File: src/rtl/txc_pkg.sv
package txc_pkg;
    localparam logic [15:0] CSR_WMASK = 16'o000535;
    localparam logic [15:0] CSR_RMASK = 16'o100737;
    localparam int DONE_BIT = 7;
    localparam int IE_BIT   = 6;
    localparam int CTS_BIT  = 1;

    typedef struct packed {
        logic [15:0] csr;
        logic        done;
        logic        irq;
        logic [7:0]  chr;
        logic        emit;
    } txc_state_t;
endpackage

File: src/rtl/txc_timer.sv
module txc_timer #(
    parameter int DELAY_CYCLES = 6
) (
    input  logic clk,
    input  logic rst_n,
    input  logic start_i,
    output logic expire_o
);
    localparam int CNT_W = $clog2(DELAY_CYCLES + 1);
    localparam logic [CNT_W-1:0] LOAD = CNT_W'(DELAY_CYCLES);
    localparam logic [CNT_W-1:0] ONE  = CNT_W'(1);

    logic [CNT_W-1:0] cnt_d, cnt_q;
    logic             run_d, run_q;

    always_comb begin
        cnt_d    = cnt_q;
        run_d    = run_q;
        expire_o = run_q && (cnt_q == ONE);
        if (start_i) begin
            cnt_d = LOAD;
            run_d = 1'b1;
        end else if (run_q) begin
            if (cnt_q == ONE) begin
                run_d = 1'b0;
                cnt_d = '0;
            end else begin
                cnt_d = cnt_q - ONE;
            end
        end
    end

    always_ff @(posedge clk) begin
        if (!rst_n) begin
            cnt_q <= '0;
            run_q <= 1'b0;
        end else begin
            cnt_q <= cnt_d;
            run_q <= run_d;
        end
    end


    timer_step_chk: assert property (@(posedge clk) disable iff (!rst_n)
        (run_q && !start_i && cnt_q != ONE) |=> (run_q && cnt_q == $past(cnt_q) - ONE));
endmodule

File: src/rtl/txc_cts.sv
module txc_cts (
    input  logic clk,
    input  logic rst_n,
    input  logic line_conn,
    input  logic modem_en,
    input  logic modem_cts,
    output logic cts_o
);
    logic cts_d, cts_q;
    logic conn_d, conn_q;

    always_comb begin
        conn_d = line_conn;
        cts_d  = cts_q;
        if (modem_en)
            cts_d = modem_cts;
        else if (!line_conn)
            cts_d = 1'b0;
        else if (!conn_q)
            cts_d = 1'b1;
    end

    always_ff @(posedge clk) begin
        if (!rst_n) begin
            cts_q  <= 1'b0;
            conn_q <= 1'b0;
        end else begin
            cts_q  <= cts_d;
            conn_q <= conn_d;
        end
    end

    assign cts_o = cts_q;


    cts_follow_chk: assert property (@(posedge clk) disable iff (!rst_n)
        (modem_en || !line_conn) |=> (cts_q == ($past(modem_en) && $past(modem_cts))));
endmodule

File: src/rtl/txc_line_tx.sv
module txc_line_tx
    import txc_pkg::*;
#(
    parameter int DELAY_CYCLES = 6
) (
    input  logic        clk,
    input  logic        rst_n,
    input  logic [1:0]  reg_addr,
    input  logic        reg_wr,
    input  logic        reg_byte,
    input  logic [15:0] reg_wdata,
    output logic [15:0] reg_rdata,
    input  logic        line_conn,
    input  logic        modem_en,
    input  logic        modem_cts,
    input  logic        tx_ready,
    output logic        char_valid,
    output logic [7:0]  char_data,
    output logic        irq
);
    txc_state_t s_d, s_q;
    logic        expire, restart, cts;
    logic        csr_wr, buf_wr;
    logic [15:0] merged, view;

    assign csr_wr = reg_wr && !reg_addr[1];
    assign buf_wr = reg_wr && reg_addr[1];

    txc_timer #(.DELAY_CYCLES(DELAY_CYCLES)) timer_i (
        .clk      (clk),
        .rst_n    (rst_n),
        .start_i  (buf_wr || restart),
        .expire_o (expire)
    );

    txc_cts cts_i (
        .clk       (clk),
        .rst_n     (rst_n),
        .line_conn (line_conn),
        .modem_en  (modem_en),
        .modem_cts (modem_cts),
        .cts_o     (cts)
    );

    always_comb begin
        view = s_q.csr;
        view[DONE_BIT] = s_q.done;
        view[CTS_BIT]  = cts;
        view = view & CSR_RMASK;
    end

    always_comb begin
        s_d      = s_q;
        s_d.emit = 1'b0;
        restart  = 1'b0;
        if (!reg_byte)
            merged = reg_wdata;
        else if (reg_addr[0])
            merged = {reg_wdata[7:0], s_q.csr[7:0]};
        else
            merged = {s_q.csr[15:8], reg_wdata[7:0]};

        if (csr_wr) begin
            if (!merged[IE_BIT])
                s_d.irq = 1'b0;
            else if (s_q.done && !s_q.csr[IE_BIT])
                s_d.irq = 1'b1;
            s_d.csr = (s_q.csr & ~CSR_WMASK) | (merged & CSR_WMASK);
        end

        if (buf_wr) begin
            if (!reg_byte || !reg_addr[0])
                s_d.chr = reg_wdata[7:0];
            s_d.done = 1'b0;
            s_d.irq  = 1'b0;
        end else if (expire) begin
            if (line_conn && !tx_ready) begin
                restart = 1'b1;
            end else begin
                s_d.done = 1'b1;
                s_d.emit = line_conn;
                if (s_d.csr[IE_BIT])
                    s_d.irq = 1'b1;
            end
        end
    end

    always_ff @(posedge clk) begin
        if (!rst_n) begin
            s_q      <= '0;
            s_q.done <= 1'b1;
        end else begin
            s_q <= s_d;
        end
    end

    assign reg_rdata  = reg_addr[1] ? {8'h00, s_q.chr} : view;
    assign char_valid = s_q.emit;
    assign char_data  = s_q.chr;
    assign irq        = s_q.irq;


    emit_ready_chk: assert property (@(posedge clk) disable iff (!rst_n)
        char_valid |-> ($past(line_conn) && $past(tx_ready)));


    emit_done_chk: assert property (@(posedge clk) disable iff (!rst_n)
        char_valid |-> reg_rdata_done_q);


    irq_done_chk: assert property (@(posedge clk) disable iff (!rst_n)
        irq |-> (s_q.done && s_q.csr[IE_BIT]));


    buf_clear_chk: assert property (@(posedge clk) disable iff (!rst_n)
        buf_wr |=> (!s_q.done && !irq));

    logic reg_rdata_done_q;
    assign reg_rdata_done_q = s_q.done;
endmodule

File: config.mk
export PLATFORM = sky130hd
export DESIGN_NAME = txc_line_tx
export DESIGN_NICKNAME = d
export VERILOG_FILES = /design/src/rtl/txc_pkg.sv /design/src/rtl/txc_timer.sv /design/src/rtl/txc_cts.sv /design/src/rtl/txc_line_tx.sv
export SDC_FILE = /design/constraint.sdc
export NUM_CORES = 1
export LEC_CHECK = 0
export CORE_ASPECT_RATIO = 1.25
export CORE_UTILIZATION = 40
export CTS_CLUSTER_DIAMETER = 30
export DETAILED_ROUTE_END_ITERATION = 7
export GPL_TIMING_DRIVEN = 0
export PLACE_DENSITY = 0.8
export SKIP_CTS_REPAIR_TIMING = 1
export SLEW_MARGIN = 20
export SYNTH_ARGS = -nofsm -noshare
export SYNTH_HDL_FRONTEND = slang
export SYNTH_SLANG_ARGS = --single-unit
File: constraint.sdc
create_clock -name clk -period 2.5 [get_ports clk]
set_input_delay 0.5 -clock clk [delete_from_list [all_inputs] [get_ports clk]]
set_output_delay 0.5 -clock clk [all_outputs]
set_load 0.01 [all_outputs]
; ---- Word level (Yosys, flattened, before mapping)
; Index checks and enable logic that the tools add are counted.
[op_classes]
mux = 23
eq_ne = 3
n_addsub = 1
bitwise_logic = 3
reduce_logical = 19
[op_table]
columns = cell, n
row1 = 9-bit 2-to-1 mux, 2
row2 = 16-bit 2-to-1 mux, 1
row3 = 16-bit by 9-bit OR with 16-bit output, 1
row4 = 1-bit 2-to-1 mux, 13
row5 = 3-bit 2-to-1 mux, 3
row6 = 7-bit 2-to-1 mux, 1
row7 = 2-bit 2-to-1 mux, 3
row8 = 1-bit logical AND, 5
row9 = 1-bit zero test, 5
row10 = 2-bit AND reduction, 2
row11 = 2-bit nonzero test, 2
row12 = 2-bit OR reduction, 2
row13 = 4-bit OR reduction, 1
row14 = 3-bit by 1-bit equality test with 1-bit output (second input constant), 1
row15 = 3-bit != test (second input constant), 1
row16 = 3-bit by 1-bit subtractor with 3-bit output (second input constant), 1
row17 = 1-bit logical OR, 2
row18 = 2-bit != test (second input constant), 1
row19 = 1-bit NOT, 2
[word_totals]
regBits = 33
elab_cells = 60

; ---- Logic depth before layout (Yosys ltp)
[depth]
depth_word = 9
mapped_depth = 6

; ---- Modules after synthesis
; A second synthesis with hierarchy kept.
[hier_totals]
hier_cells = 144
hier_area_um2 = 1257.5
[modules_own_cells]
columns = mod, seq_area_each_um2, cells_each, area_per_inst_um2, instances
row1 = txc_line_tx, 340.3, 112, 968.4, 1
row2 = txc_timer, 80.1, 25, 217.7, 1
row3 = txc_cts, 40.0, 7, 71.3, 1

; ---- Worst setup path after synthesis
; OpenSTA, ideal clock, no wires.
[synth_path]
path_type = input to output
startpoint = in reg_addr[1]
endpoint = out reg_rdata[0]
stages = 2
path_slack_ns = 0.959
required_time_ns = 2.000
t_arrival_ns = 1.041
path_cell_list = buf_2 mux2_2
[synth_via]
elab_chain_cells = 1
[synth_rtl]
columns = element, line_no
row1 = start: declaration, txc_line_tx.sv:8  ; input logic [1:0] reg_addr,
row2 = 16-bit 2-to-1 mux, txc_line_tx.sv:97  ; assign reg_rdata = reg_addr[1] ? {8'h00, s_q.chr} : view;
row3 = end: declaration, txc_line_tx.sv:12  ; output logic [15:0] reg_rdata,
; No other way between the ends.

; ---- Worst setup path in the final report
[layout_path]
startpoint = in reg_addr[1]
endpoint = out reg_rdata[2]
; Same word-level chain as after synthesis.

==> summary.md <==
| Metric | Value |
|---|---|
| Fin crit share | 0.868 |
| Syn Area/Cell | 8.40 sq um |
| Share of layout cells above drive strength 1 | 0.178 |
| PD cells | 453 nW/um^2 |
| Final net count | 214 |
| Most frequent cells in the layout | clkdlybuf4s50_1, nand2_1, dfxtp_1 |
| RSZ-0062 raised after global routing | no |
| Grt total ovfl | 0 |
| Kind of cell adding the most delay to the critical path | buffers and inverters |
| Max FO, Critical Path | 10 |
| CP Depth | 4 |
| Hold crit path type | flop to flop |
| Post-synth ARST share | 0 |
| CP Buf/Inv Count | 3 |
| CTS tree | built |
| Hold depth | 2 |
| Routed Antenna Nets | 0 |
| Setup total negative slack | 0 ps |
| Slowest stage delay, CP | 480 ps |
| Pre-antenna DRT Iters | 4 |
| Slew Limit Fails | 0 |
| Core Area | 2710 sq um |
| Num CTS Buffers | 3 |
| Synth cell types | 32 |
| Worst reg2reg path startpoint | timer_i.cnt_q[1]$_SDFFE_PN0P_ |
| Footprint of the multi-input gates | 573 sq um |
| RePlAce Congestion | 0.804 |
| Starting Density | 0.428 |
| Sink Count | 23 |
| Critical path arrival | 1670 ps |
| CP required | 2000 ps |
| Final std cells w/o fill | 219 |
| Wire per inst | 11.8 microns |
| First-pass GRT wire length | 4.40 mm |
| GR Layer Usage met3 | 0.0319 |
| Setup violations, final | 0 |
| Number of global-route vias before repair | 1065 |
| Largest net degree at the start of global routing | 14 |
| Die area | 3120 sq um |
| Seq/Total Area, Yosys | 0.397 |
| GR Util met1 | 0.190 |
| Die height | 62.2 microns |
| DP HPWL | 2.00 mm |
| Placed instance count | 215 |
| Clk slew on worst S/H paths | 120 ps |
| Initial antenna violation count | 0 |
| Skew-Pair Late Insertion Delay | 300 ps |
| Total GRT Usage | 0.175 |
| Final Skew | 5.34 ps |
| Ports | 52 |
| Die W | 50.1 microns |
| Crit. End Element | output pin |
| Root Driver | clkbuf_4 |
| Vias per std cell | 4.99 |
| Cell row count | 21 |
| LEAKAGE | 0.000653 uW |
| H-Tree Depth | 1 |
| # fillers | 243 |
| Kind of start point of the critical path | primary input |
| Critical-path cell list | dlymetal6s2s_1 > buf_6 > mux2_2 > clkdlybuf4s50_1 |
| Commonest non-fill, non-tap cell in the layout | clkdlybuf4s50_1 |
| Layout area overhead | 40.7% |
| Fmax | 461 MHz |
| Vias post-DR | 1093 |
| Post-synth EDFFs | 0 |
| Crit path from | reg_addr[1] |
| Slowest cell on the critical path | clkdlybuf4s50_1 |
| Outcome | finished clean |
| Synth Flop Type | dfxtp_1 |
| Register Area | 460 sq um |
| DRT Wirelength | 2.58 mm |
| Post-Synthesis Cells | 138 |
| PortBufs | 37 |
| Hold wc startpoint | s_q[14]$_SDFFE_PN0P_ |
| Synth Warn # | 0 |
| Tmin final | 2170 ps |
| DRC | 0 |
| Netlist Area Pre-Place | 1160 sq um |
| VDD IR max | 0.290 mV |
| Critical path class | primary input to output pin |
| Clock tree buffer depth | 2 |
| Busiest grt layer | met2 |
| Iter 0 DRT Violations | 30 |
| Diodes inserted | 0 |
| Seq cells post-synth | 23 |
| Met2 GRT Util | 0.333 |
| MaxCap Viol Count | 0 |
| Register-to-Register Path Depth | 6 |
| Final hold vios | 0 |
power by group:
part	switching, uW	internal, uW	leakage [uW]	total [uW]
Clock	111	59.6	0.0000177	171
Sequential	13.6	386	0.000189	400
Combinational	72.8	95.9	0.000447	169
Total	198	541	0.000653	739
worst min-delay path, delay by kind of cell (launching register included):
| family | cells | cell delay [ps] |
|---|---|---|
| flip-flops | 1 | 330 |
| AND/OR/NAND/NOR | 1 | 50 |
| AO/OA/AOI/OAI | 1 | 50 |
path summary, 6_finish.rpt:
kind                                to  slack (ps)
setup / recovery          reg_rdata[2]         330
hold / removal    s_q[14]$_SDFFE_PN0P_         460
setup reg to reg        irq$_SDFF_PP0_        1240
hold reg to reg   s_q[14]$_SDFFE_PN0P_         460
state kept, by name, indices dropped and copies added (netlist names):
register,flops
s_q,6
char_data,8
timer_i.cnt_q,3
cts_i.cts_o,1
irq,1
timer_i.run_q,1
char_valid,1
reg_rdata_done_q,1
cts_i.conn_q,1
cell usage after synthesis, types with 2 or more instances:
cell / number / share of area
ha_1: 2 / 0.022
dfxtp_1: 23 / 0.40
nand2b_1: 2 / 0.011
mux2_2: 8 / 0.078
buf_4: 16 / 0.10
o21ai_0: 4 / 0.017
nor2_1: 2 / 0.0065
inv_1: 4 / 0.013
a21oi_1: 14 / 0.060
nand3_1: 6 / 0.026
nand3b_1: 3 / 0.019
and2_1: 3 / 0.016
a31oi_1: 3 / 0.016
nand2_1: 30 / 0.097
logic make-up (layout without fill, tap and decap cells):
group,Yosys count,after routing,share of synthesized area
fa+ha+maj,2,2,0.0216
simple gates,53,53,0.229
compound gates,27,27,0.135
other cells,1,7,0.00324
mux,9,9,0.0864
buf+inv,23,64,0.127
flops,23,23,0.397
per-layer routing:
| layer | vias up | share of wire |
|---|---|---|
| met5 | - | 0 |
| met4 | 0 | 0 |
| met2 | 38 | 0.54 |
| met3 | 0 | 0.055 |
| li1 | 543 | - |
| met1 | 512 | 0.41 |
final cells by class:
class	instances	share of cell area
multi-input combinational	98	0.351
sequential	23	0.282
timing repair buffer	37	0.229
buffer	18	0.0829
tap	34	0.0261
clock buffer	3	0.0138
inverter	5	0.0115
clock inverter	1	0.00307
through the flow:
stage	utilization	cell area [sq um]	hold slack, ps	setup slack [ps]	power (uW)
finish	0.602	1630	464	331	739
global route	0.602	1630	489	255	782
CTS	0.599	1620	466	-149	742
detailed placement	0.589	1590	447	-138	575
global placement	0.589	1590	442	-134	569
floorplan	-	1180	434	959	496
Power figures use the tool's default switching activity.
